==> src/rtl/sedma_pkg.sv <==
package sedma_pkg;

  localparam int REG_AW = 4;
  localparam int STAT_W = 3;

  localparam logic [REG_AW-1:0] OFS_PTR_LO  = 4'd0;
  localparam logic [REG_AW-1:0] OFS_PTR_HI  = 4'd1;
  localparam logic [REG_AW-1:0] OFS_ATTR    = 4'd2;
  localparam logic [REG_AW-1:0] OFS_LEN     = 4'd3;
  localparam logic [REG_AW-1:0] OFS_IEN_SET = 4'd4;
  localparam logic [REG_AW-1:0] OFS_IEN_CLR = 4'd5;
  localparam logic [REG_AW-1:0] OFS_IEN     = 4'd6;
  localparam logic [REG_AW-1:0] OFS_STAT    = 4'd7;
  localparam logic [REG_AW-1:0] OFS_PROG    = 4'd8;

  localparam int BIT_DONE = 0;
  localparam int BIT_EOT  = 1;
  localparam int BIT_ERR  = 2;

  typedef enum logic [1:0] {ST_IDLE, ST_REQ, ST_PUSH} xfer_st_e;

  function automatic logic [63:0] byte_addr(input logic [63:0] base, input logic [31:0] idx);
    return base + {32'd0, idx};
  endfunction

  function automatic logic is_last(input logic [31:0] cnt, input logic [31:0] len);
    return (cnt + 32'd1) == len;
  endfunction

endpackage

==> src/rtl/sedma_regs.sv <==
module sedma_regs
  import sedma_pkg::*;
#(
  parameter bit IS_TX = 1'b1,
  parameter int LEN_W = 16
) (
  input  logic                clk,
  input  logic                rst_n,
  input  logic                reg_we,
  input  logic [REG_AW-1:0]   reg_addr,
  input  logic [31:0]         reg_wdata,
  input  logic                busy,
  input  logic [LEN_W-1:0]    len_q,
  input  logic [LEN_W-1:0]    cnt,
  input  logic [STAT_W-1:0]   status,
  output logic [63:0]         base,
  output logic                attr_eot,
  output logic [STAT_W-1:0]   ien,
  output logic                len_wr,
  output logic                arm,
  output logic [STAT_W-1:0]   stat_clr,
  output logic [31:0]         reg_rdata
);

  logic [31:0] ptr_lo, ptr_hi;

  assign base     = {ptr_hi, ptr_lo};
  assign len_wr   = reg_we && (reg_addr == OFS_LEN);
  assign arm      = len_wr && !busy;
  assign stat_clr = (reg_we && reg_addr == OFS_STAT) ? reg_wdata[STAT_W-1:0] : '0;

  always_ff @(posedge clk or negedge rst_n) begin
    if (!rst_n) begin
      ptr_lo <= '0;
      ptr_hi <= '0;
      ien    <= '0;
    end else if (reg_we) begin
      case (reg_addr)
        OFS_PTR_LO:  ptr_lo <= reg_wdata;
        OFS_PTR_HI:  ptr_hi <= reg_wdata;
        OFS_IEN_SET: ien    <= ien | reg_wdata[STAT_W-1:0];
        OFS_IEN_CLR: ien    <= ien & ~reg_wdata[STAT_W-1:0];
        default: ;
      endcase
    end
  end

  generate
    if (IS_TX) begin : g_tx_attr
      always_ff @(posedge clk or negedge rst_n) begin
        if (!rst_n)                             attr_eot <= 1'b0;
        else if (reg_we && reg_addr == OFS_ATTR) attr_eot <= reg_wdata[0];
      end
    end else begin : g_rx_attr
      assign attr_eot = 1'b0;
    end
  endgenerate

  always_comb begin
    case (reg_addr)
      OFS_PTR_LO: reg_rdata = ptr_lo;
      OFS_PTR_HI: reg_rdata = ptr_hi;
      OFS_ATTR:   reg_rdata = {31'd0, attr_eot};
      OFS_LEN:    reg_rdata = 32'(len_q);
      OFS_IEN:    reg_rdata = 32'(ien);
      OFS_STAT:   reg_rdata = 32'(status);
      OFS_PROG:   reg_rdata = 32'(cnt);
      default:    reg_rdata = '0;
    endcase
  end

endmodule

==> src/rtl/sedma_xfer.sv <==
module sedma_xfer
  import sedma_pkg::*;
#(
  parameter int LEN_W = 16
) (
  input  logic               clk,
  input  logic               rst_n,
  input  logic               arm,
  input  logic [LEN_W-1:0]   arm_len,
  input  logic [63:0]        arm_base,
  input  logic               arm_eot,
  output logic               mem_req,
  output logic [63:0]        mem_addr,
  input  logic               mem_rsp_valid,
  input  logic [7:0]         mem_rsp_data,
  input  logic               mem_rsp_err,
  output logic               out_valid,
  output logic [7:0]         out_data,
  input  logic               out_ready,
  output logic               busy,
  output logic [LEN_W-1:0]   cnt,
  output logic [LEN_W-1:0]   len_q,
  output logic               beat_ack,
  output logic               ev_done,
  output logic               ev_eot,
  output logic               ev_err
);

  xfer_st_e    state;
  logic [63:0] base_q;
  logic        eot_q;
  logic        last;
  logic        zero_arm;

  assign busy      = (state != ST_IDLE);
  assign mem_req   = (state == ST_REQ);
  assign out_valid = (state == ST_PUSH);
  assign mem_addr  = byte_addr(base_q, 32'(cnt));
  assign beat_ack  = out_valid && out_ready;
  assign last      = is_last(32'(cnt), 32'(len_q));
  assign zero_arm  = arm && (arm_len == '0);
  assign ev_done   = zero_arm || (beat_ack && last);
  assign ev_eot    = (zero_arm && arm_eot) || (beat_ack && last && eot_q);
  assign ev_err    = mem_req && mem_rsp_valid && mem_rsp_err;

  always_ff @(posedge clk or negedge rst_n) begin
    if (!rst_n) begin
      state    <= ST_IDLE;
      base_q   <= '0;
      eot_q    <= 1'b0;
      cnt      <= '0;
      len_q    <= '0;
      out_data <= '0;
    end else begin
      case (state)
        ST_IDLE: if (arm) begin
          base_q <= arm_base;
          eot_q  <= arm_eot;
          len_q  <= arm_len;
          cnt    <= '0;
          state  <= zero_arm ? ST_IDLE : ST_REQ;
        end
        ST_REQ: if (mem_rsp_valid) begin
          if (mem_rsp_err) state <= ST_IDLE;
          else begin
            out_data <= mem_rsp_data;
            state    <= ST_PUSH;
          end
        end
        ST_PUSH: if (out_ready) begin
          cnt   <= cnt + 1'b1;
          state <= last ? ST_IDLE : ST_REQ;
        end
        default: state <= ST_IDLE;
      endcase
    end
  end

endmodule

==> src/rtl/sedma_irq.sv <==
module sedma_irq
  import sedma_pkg::*;
(
  input  logic              clk,
  input  logic              rst_n,
  input  logic [STAT_W-1:0] ev_set,
  input  logic [STAT_W-1:0] stat_clr,
  input  logic [STAT_W-1:0] ien,
  output logic [STAT_W-1:0] status,
  output logic              irq
);

  always_ff @(posedge clk or negedge rst_n) begin
    if (!rst_n) status <= '0;
    else        status <= (status & ~stat_clr) | ev_set;
  end

  assign irq = |(status & ien);

endmodule

==> src/rtl/sedma_channel.sv <==
module sedma_channel
  import sedma_pkg::*;
#(
  parameter bit IS_TX = 1'b1,
  parameter int LEN_W = 16
) (
  input  logic              clk,
  input  logic              rst_n,
  input  logic              reg_we,
  input  logic [REG_AW-1:0] reg_addr,
  input  logic [31:0]       reg_wdata,
  output logic [31:0]       reg_rdata,
  output logic              mem_req,
  output logic [63:0]       mem_addr,
  input  logic              mem_rsp_valid,
  input  logic [7:0]        mem_rsp_data,
  input  logic              mem_rsp_err,
  output logic              out_valid,
  output logic [7:0]        out_data,
  input  logic              out_ready,
  output logic              irq
);

  logic [63:0]        base;
  logic               attr_eot;
  logic [STAT_W-1:0]  ien, status, stat_clr, ev_set;
  logic               len_wr, arm_pulse, busy, beat_ack;
  logic               ev_done, ev_eot, ev_err;
  logic [LEN_W-1:0]   cnt, len_q;

  sedma_regs #(.IS_TX(IS_TX), .LEN_W(LEN_W)) u_regs (
    .clk(clk), .rst_n(rst_n), .reg_we(reg_we), .reg_addr(reg_addr), .reg_wdata(reg_wdata),
    .busy(busy), .len_q(len_q), .cnt(cnt), .status(status),
    .base(base), .attr_eot(attr_eot), .ien(ien), .len_wr(len_wr), .arm(arm_pulse),
    .stat_clr(stat_clr), .reg_rdata(reg_rdata)
  );

  sedma_xfer #(.LEN_W(LEN_W)) u_xfer (
    .clk(clk), .rst_n(rst_n), .arm(arm_pulse), .arm_len(reg_wdata[LEN_W-1:0]),
    .arm_base(base), .arm_eot(attr_eot),
    .mem_req(mem_req), .mem_addr(mem_addr), .mem_rsp_valid(mem_rsp_valid),
    .mem_rsp_data(mem_rsp_data), .mem_rsp_err(mem_rsp_err),
    .out_valid(out_valid), .out_data(out_data), .out_ready(out_ready),
    .busy(busy), .cnt(cnt), .len_q(len_q), .beat_ack(beat_ack),
    .ev_done(ev_done), .ev_eot(ev_eot), .ev_err(ev_err)
  );

  always_comb begin
    ev_set           = '0;
    ev_set[BIT_DONE] = ev_done;
    ev_set[BIT_EOT]  = ev_eot;
    ev_set[BIT_ERR]  = ev_err;
  end

  sedma_irq u_irq (
    .clk(clk), .rst_n(rst_n), .ev_set(ev_set), .stat_clr(stat_clr),
    .ien(ien), .status(status), .irq(irq)
  );

endmodule

==> config.mk <==
export PLATFORM = sky130hd
export DESIGN_NAME = sedma_channel
export DESIGN_NICKNAME = d
export VERILOG_FILES = /design/src/rtl/sedma_pkg.sv /design/src/rtl/sedma_regs.sv /design/src/rtl/sedma_xfer.sv /design/src/rtl/sedma_irq.sv /design/src/rtl/sedma_channel.sv
export SDC_FILE = /design/constraint.sdc
export NUM_CORES = 1
export LEC_CHECK = 0
export BUFFER_PORTS_ARGS = -buffer_cell sky130_fd_sc_hd__buf_2
export CORE_MARGIN = 4
export CORE_UTILIZATION = 60
export DETAILED_ROUTE_END_ITERATION = 8
export GPL_ROUTABILITY_DRIVEN = 1
export HOLD_SLACK_MARGIN = 0.06
export PLACE_DENSITY = 0.95
export SLEW_MARGIN = 15
export SYNTH_ARGS = -nofsm -noshare
export SYNTH_HDL_FRONTEND = slang
export SYNTH_SLANG_ARGS = --single-unit
==> constraint.sdc <==
create_clock -name clk -period 4.34 [get_ports clk]
set_input_delay 0.217 -clock clk [delete_from_list [all_inputs] [get_ports clk]]
set_output_delay 0.217 -clock clk [all_outputs]
set_load 0.02 [all_outputs]
==> impl_metrics.py <==
metrics = {
    "worst_setup_path": {
        "required_ns": 4.12,
        "crit_path_end_kind": "output pin",
        "crit_type": "reg2out",
        "arrival_ns": 3.81,
        "worstSetupStartpointType": "register",
        "critPathMaxFanout": 21,
    },
    "clocking": {
        "root_buffer": "clkbuf_16",
        "clk_pin_slew_ns": 0.07,
        "clk_path_buf_depth": 2,
        "numCtsBuffers": 17,
        "cts_tree": "done",
        "htree_levels": 4,
        "insertion_delay_ns": 0.44,
        "cts_setup_buffers": 0,
        "clock_sinks": 178,
    },
    "logic_synthesis": {
        "synth_commonest_cells": "318 x nand2_1, 178 x dfrtp_1, 75 x mux2_2, 48 x xnor2_1, 41 x o21ai_0",
        "synth-edff-count": 0,
        "syn-instance-count": 1065,
        "ys_seq_elements": 178,
        "yosysMostFrequentCell": "nand2_1",
        "ys_seq_area_share_pct": 45.1,
        "async_reset_ff_share_pct": 100,
        "synth.distinct_cells": 64,
        "syn_avg_cell_area_um2": 9.27,
        "synth_warnings": 0,
        "synth_top_area_share_pct": 45.1,
        "synth_flop_cell": "dfrtp_1",
        "synthTopCellsByArea": "dfrtp_1 45%, nand2_1 12%, mux2_2 8.6%",
        "netlist_area_mm2": 0.00987,
        "yosysTopAreaCell": "dfrtp_1",
        "synth_nets": 1133,
    },
    "placement": {
        "dp_hpwl_mm": 19.3,
        "io_buffers": 156,
        "place_worst_setup_slack_ns": 0.650,
        "postPlaceCellArea_mm2": 0.0108,
        "dpl.cell_count": 1391,
        "gp_congestion": 0.936,
    },
    "finish": {
        "design_area_mm2": 0.0118,
        "final_net_count": 1298,
        "insertedDiodeCount": 0,
        "final_util_pct": 73.6,
        "syn_to_final_growth_pct": 19.2,
        "layout-drive-gt1-share_pct": 23.8,
        "final_cells": 1459,
    },
    "global_route": {
        "antenna_found_initial": 0,
        "overflow": 0,
        "track_usage_pct": 31.6,
        "grt_max_degree": 115,
        "grt_pass1_wl_mm": 45.9,
        "grt_pass1_vias": 9032,
    },
    "floorplan": {
        "core_area_mm2": 0.0160,
        "io-pin-count": 157,
        "rows": 46,
        "fp.dieW_um": 136,
        "start_util_pct": 61.7,
        "dieArea_mm2": 0.0186,
        "die_h_um": 136,
    },
    "power": {
        "p_per_area_mw_per_mm2": 467,
        "irDropWorstVdd_mv": 0.405,
        "p_total_mw": 5.50,
        "p_leak_nw": 5.87,
    },
    "timing": {
        "hold_viol": 0,
        "worstMarginPinSlew_ns": 1.14,
        "fin_skew_ns": 0.0119,
        "max_slew_margin_pct": 23.7,
        "setup_viol": 0,
        "whs_ns": 0.0744,
        "fmax_mhz": 249,
        "period_needed_ns": 4.02,
        "tns_ns": 0,
        "finalMaxSlewViolations": 0,
        "rsz0062_at_grt": "no",
        "final.period_utilization_pct": 92.7,
        "fin_ws_ns": 0.318,
    },
    "run": {
        "maxCapViolCount": 0,
    },
    "route": {
        "ant_nets": 0,
        "first_iter_violations": 927,
        "via_count": 9162,
        "drt-total-wl_mm": 28.9,
        "drc": 0,
        "firstDrtPassIters": 7,
        "vias_per_cell": 6.28,
        "wire_per_inst_um": 19.8,
    },
    "outcome": {
        "status": "completed",
    },
    "min_path": {
        "min-delay-path-class": "in2reg",
    },
}
area by class of cell:
cell class              count  area (um2)
flip-flops and latches    178        4450
clock inverters            13         146
inverters                  16        60.1
fillers                  1157        4230
multi-input cells         816        5170
clock buffers              19         453
well taps                 216         270
repair buffers            201        1210
layout by cell type (no fill, tap or decap), types with 4 or more instances in the layout:
cell           count
nor3_1            13
a22o_1            20
xnor2_1           48
ha_1              17
nor3b_1            4
a21oi_1           21
nor3_2             4
a222oi_1          17
buf_2            155
clkbuf_16         17
and3_1            19
nor2b_1           10
nand2b_1          10
nand2_1          318
xor2_1            35
o21ai_0           41
dfrtp_1          178
o211ai_1           4
a21o_1             7
nand3_1           29
buf_4              9
nand4_1           13
nor4_1             5
inv_1             16
mux2_2            75
nor4b_1            4
a31oi_1            6
and2_1             5
o31ai_1            5
nor2_1            36
dlygate4sd3_1     36
kinds of logic after synthesis:
group | count (synthesis) | synth area share [%]
mux | 76 | 8.67
compound gates | 140 | 9.91
xor+xnor | 83 | 7.36
simple gates | 499 | 23.6
buf+inv | 71 | 3.00
fa+ha+maj | 18 | 2.36
flops | 178 | 45.1
worst max-delay path: stages (launching register included):
cell,delay [ns]
dfrtp_1,0.50
ha_1,0.22
inv_1,0.05
fa_1,0.39
nand2b_1,0.19
a21oi_1,0.34
o21ai_1,0.23
a211oi_2,0.38
o21bai_4,0.30
nor4_1,0.41
xor2_1,0.16
buf_2,0.17
sequential cells by signal (all words and copies together), names as in the netlist, named ones only:
signal and count:
u_irq.status 3, u_regs.attr_eot 1, u_regs.ptr_hi 32, u_regs.ptr_lo 32, u_xfer.base_q 64, u_xfer.cnt 16, u_xfer.eot_q 1, u_xfer.len_q 16
u_xfer.out_data 8, u_xfer.state 2
repair_timing:
| action | 4_1_cts | 5_1_grt |
|---|---|---|
| endpoints found under the setup margin | 0 | 1 |
| endpoints found under the hold margin | 165 | 0 |
| gates resized for setup | 0 | 1 |
| hold buffers | 36 | 0 |
report_power, final:
| part | total, mW | internal (mW) | switching [mW] |
|---|---|---|---|
| Sequential | 2.45 | 2.04 | 0.412 |
| Clock | 1.57 | 0.844 | 0.725 |
| Combinational | 1.47 | 0.628 | 0.845 |
| Total | 5.50 | 3.51 | 1.98 |
final timing paths:
| kind | start | to | slack (ns) | depth (start not counted) |
|---|---|---|---|---|
| max in group asynchronous | rst_n | u_xfer.out_data[5] | 2.84 | 3 |
| setup / recovery | u_xfer.cnt[0] | mem_addr[46] | 0.32 | 11 |
| hold reg to reg | u_xfer.base_q[7] | u_xfer.base_q[7] | 0.49 | 2 |
| setup reg to reg | u_xfer.cnt[0] | u_xfer.state[0] | 1.51 | 8 |
| hold / removal | mem_rsp_valid | u_irq.status[2] | 0.07 | 2 |
| min in group asynchronous | rst_n | u_xfer.base_q[8] | 0.47 | 2 |
per-layer routing:
layer  up-vias  GRT usage (%)  wire, um  share of wire, %
li1       4014              -         -                 -
met1      4402           40.7     11000                38
met2       624           51.4     14000                48
met3       122           6.48      2760               9.5
met4         0           14.6      1240               4.3
met5         -              0         0                 0
(Power assumes the default switching activity.)
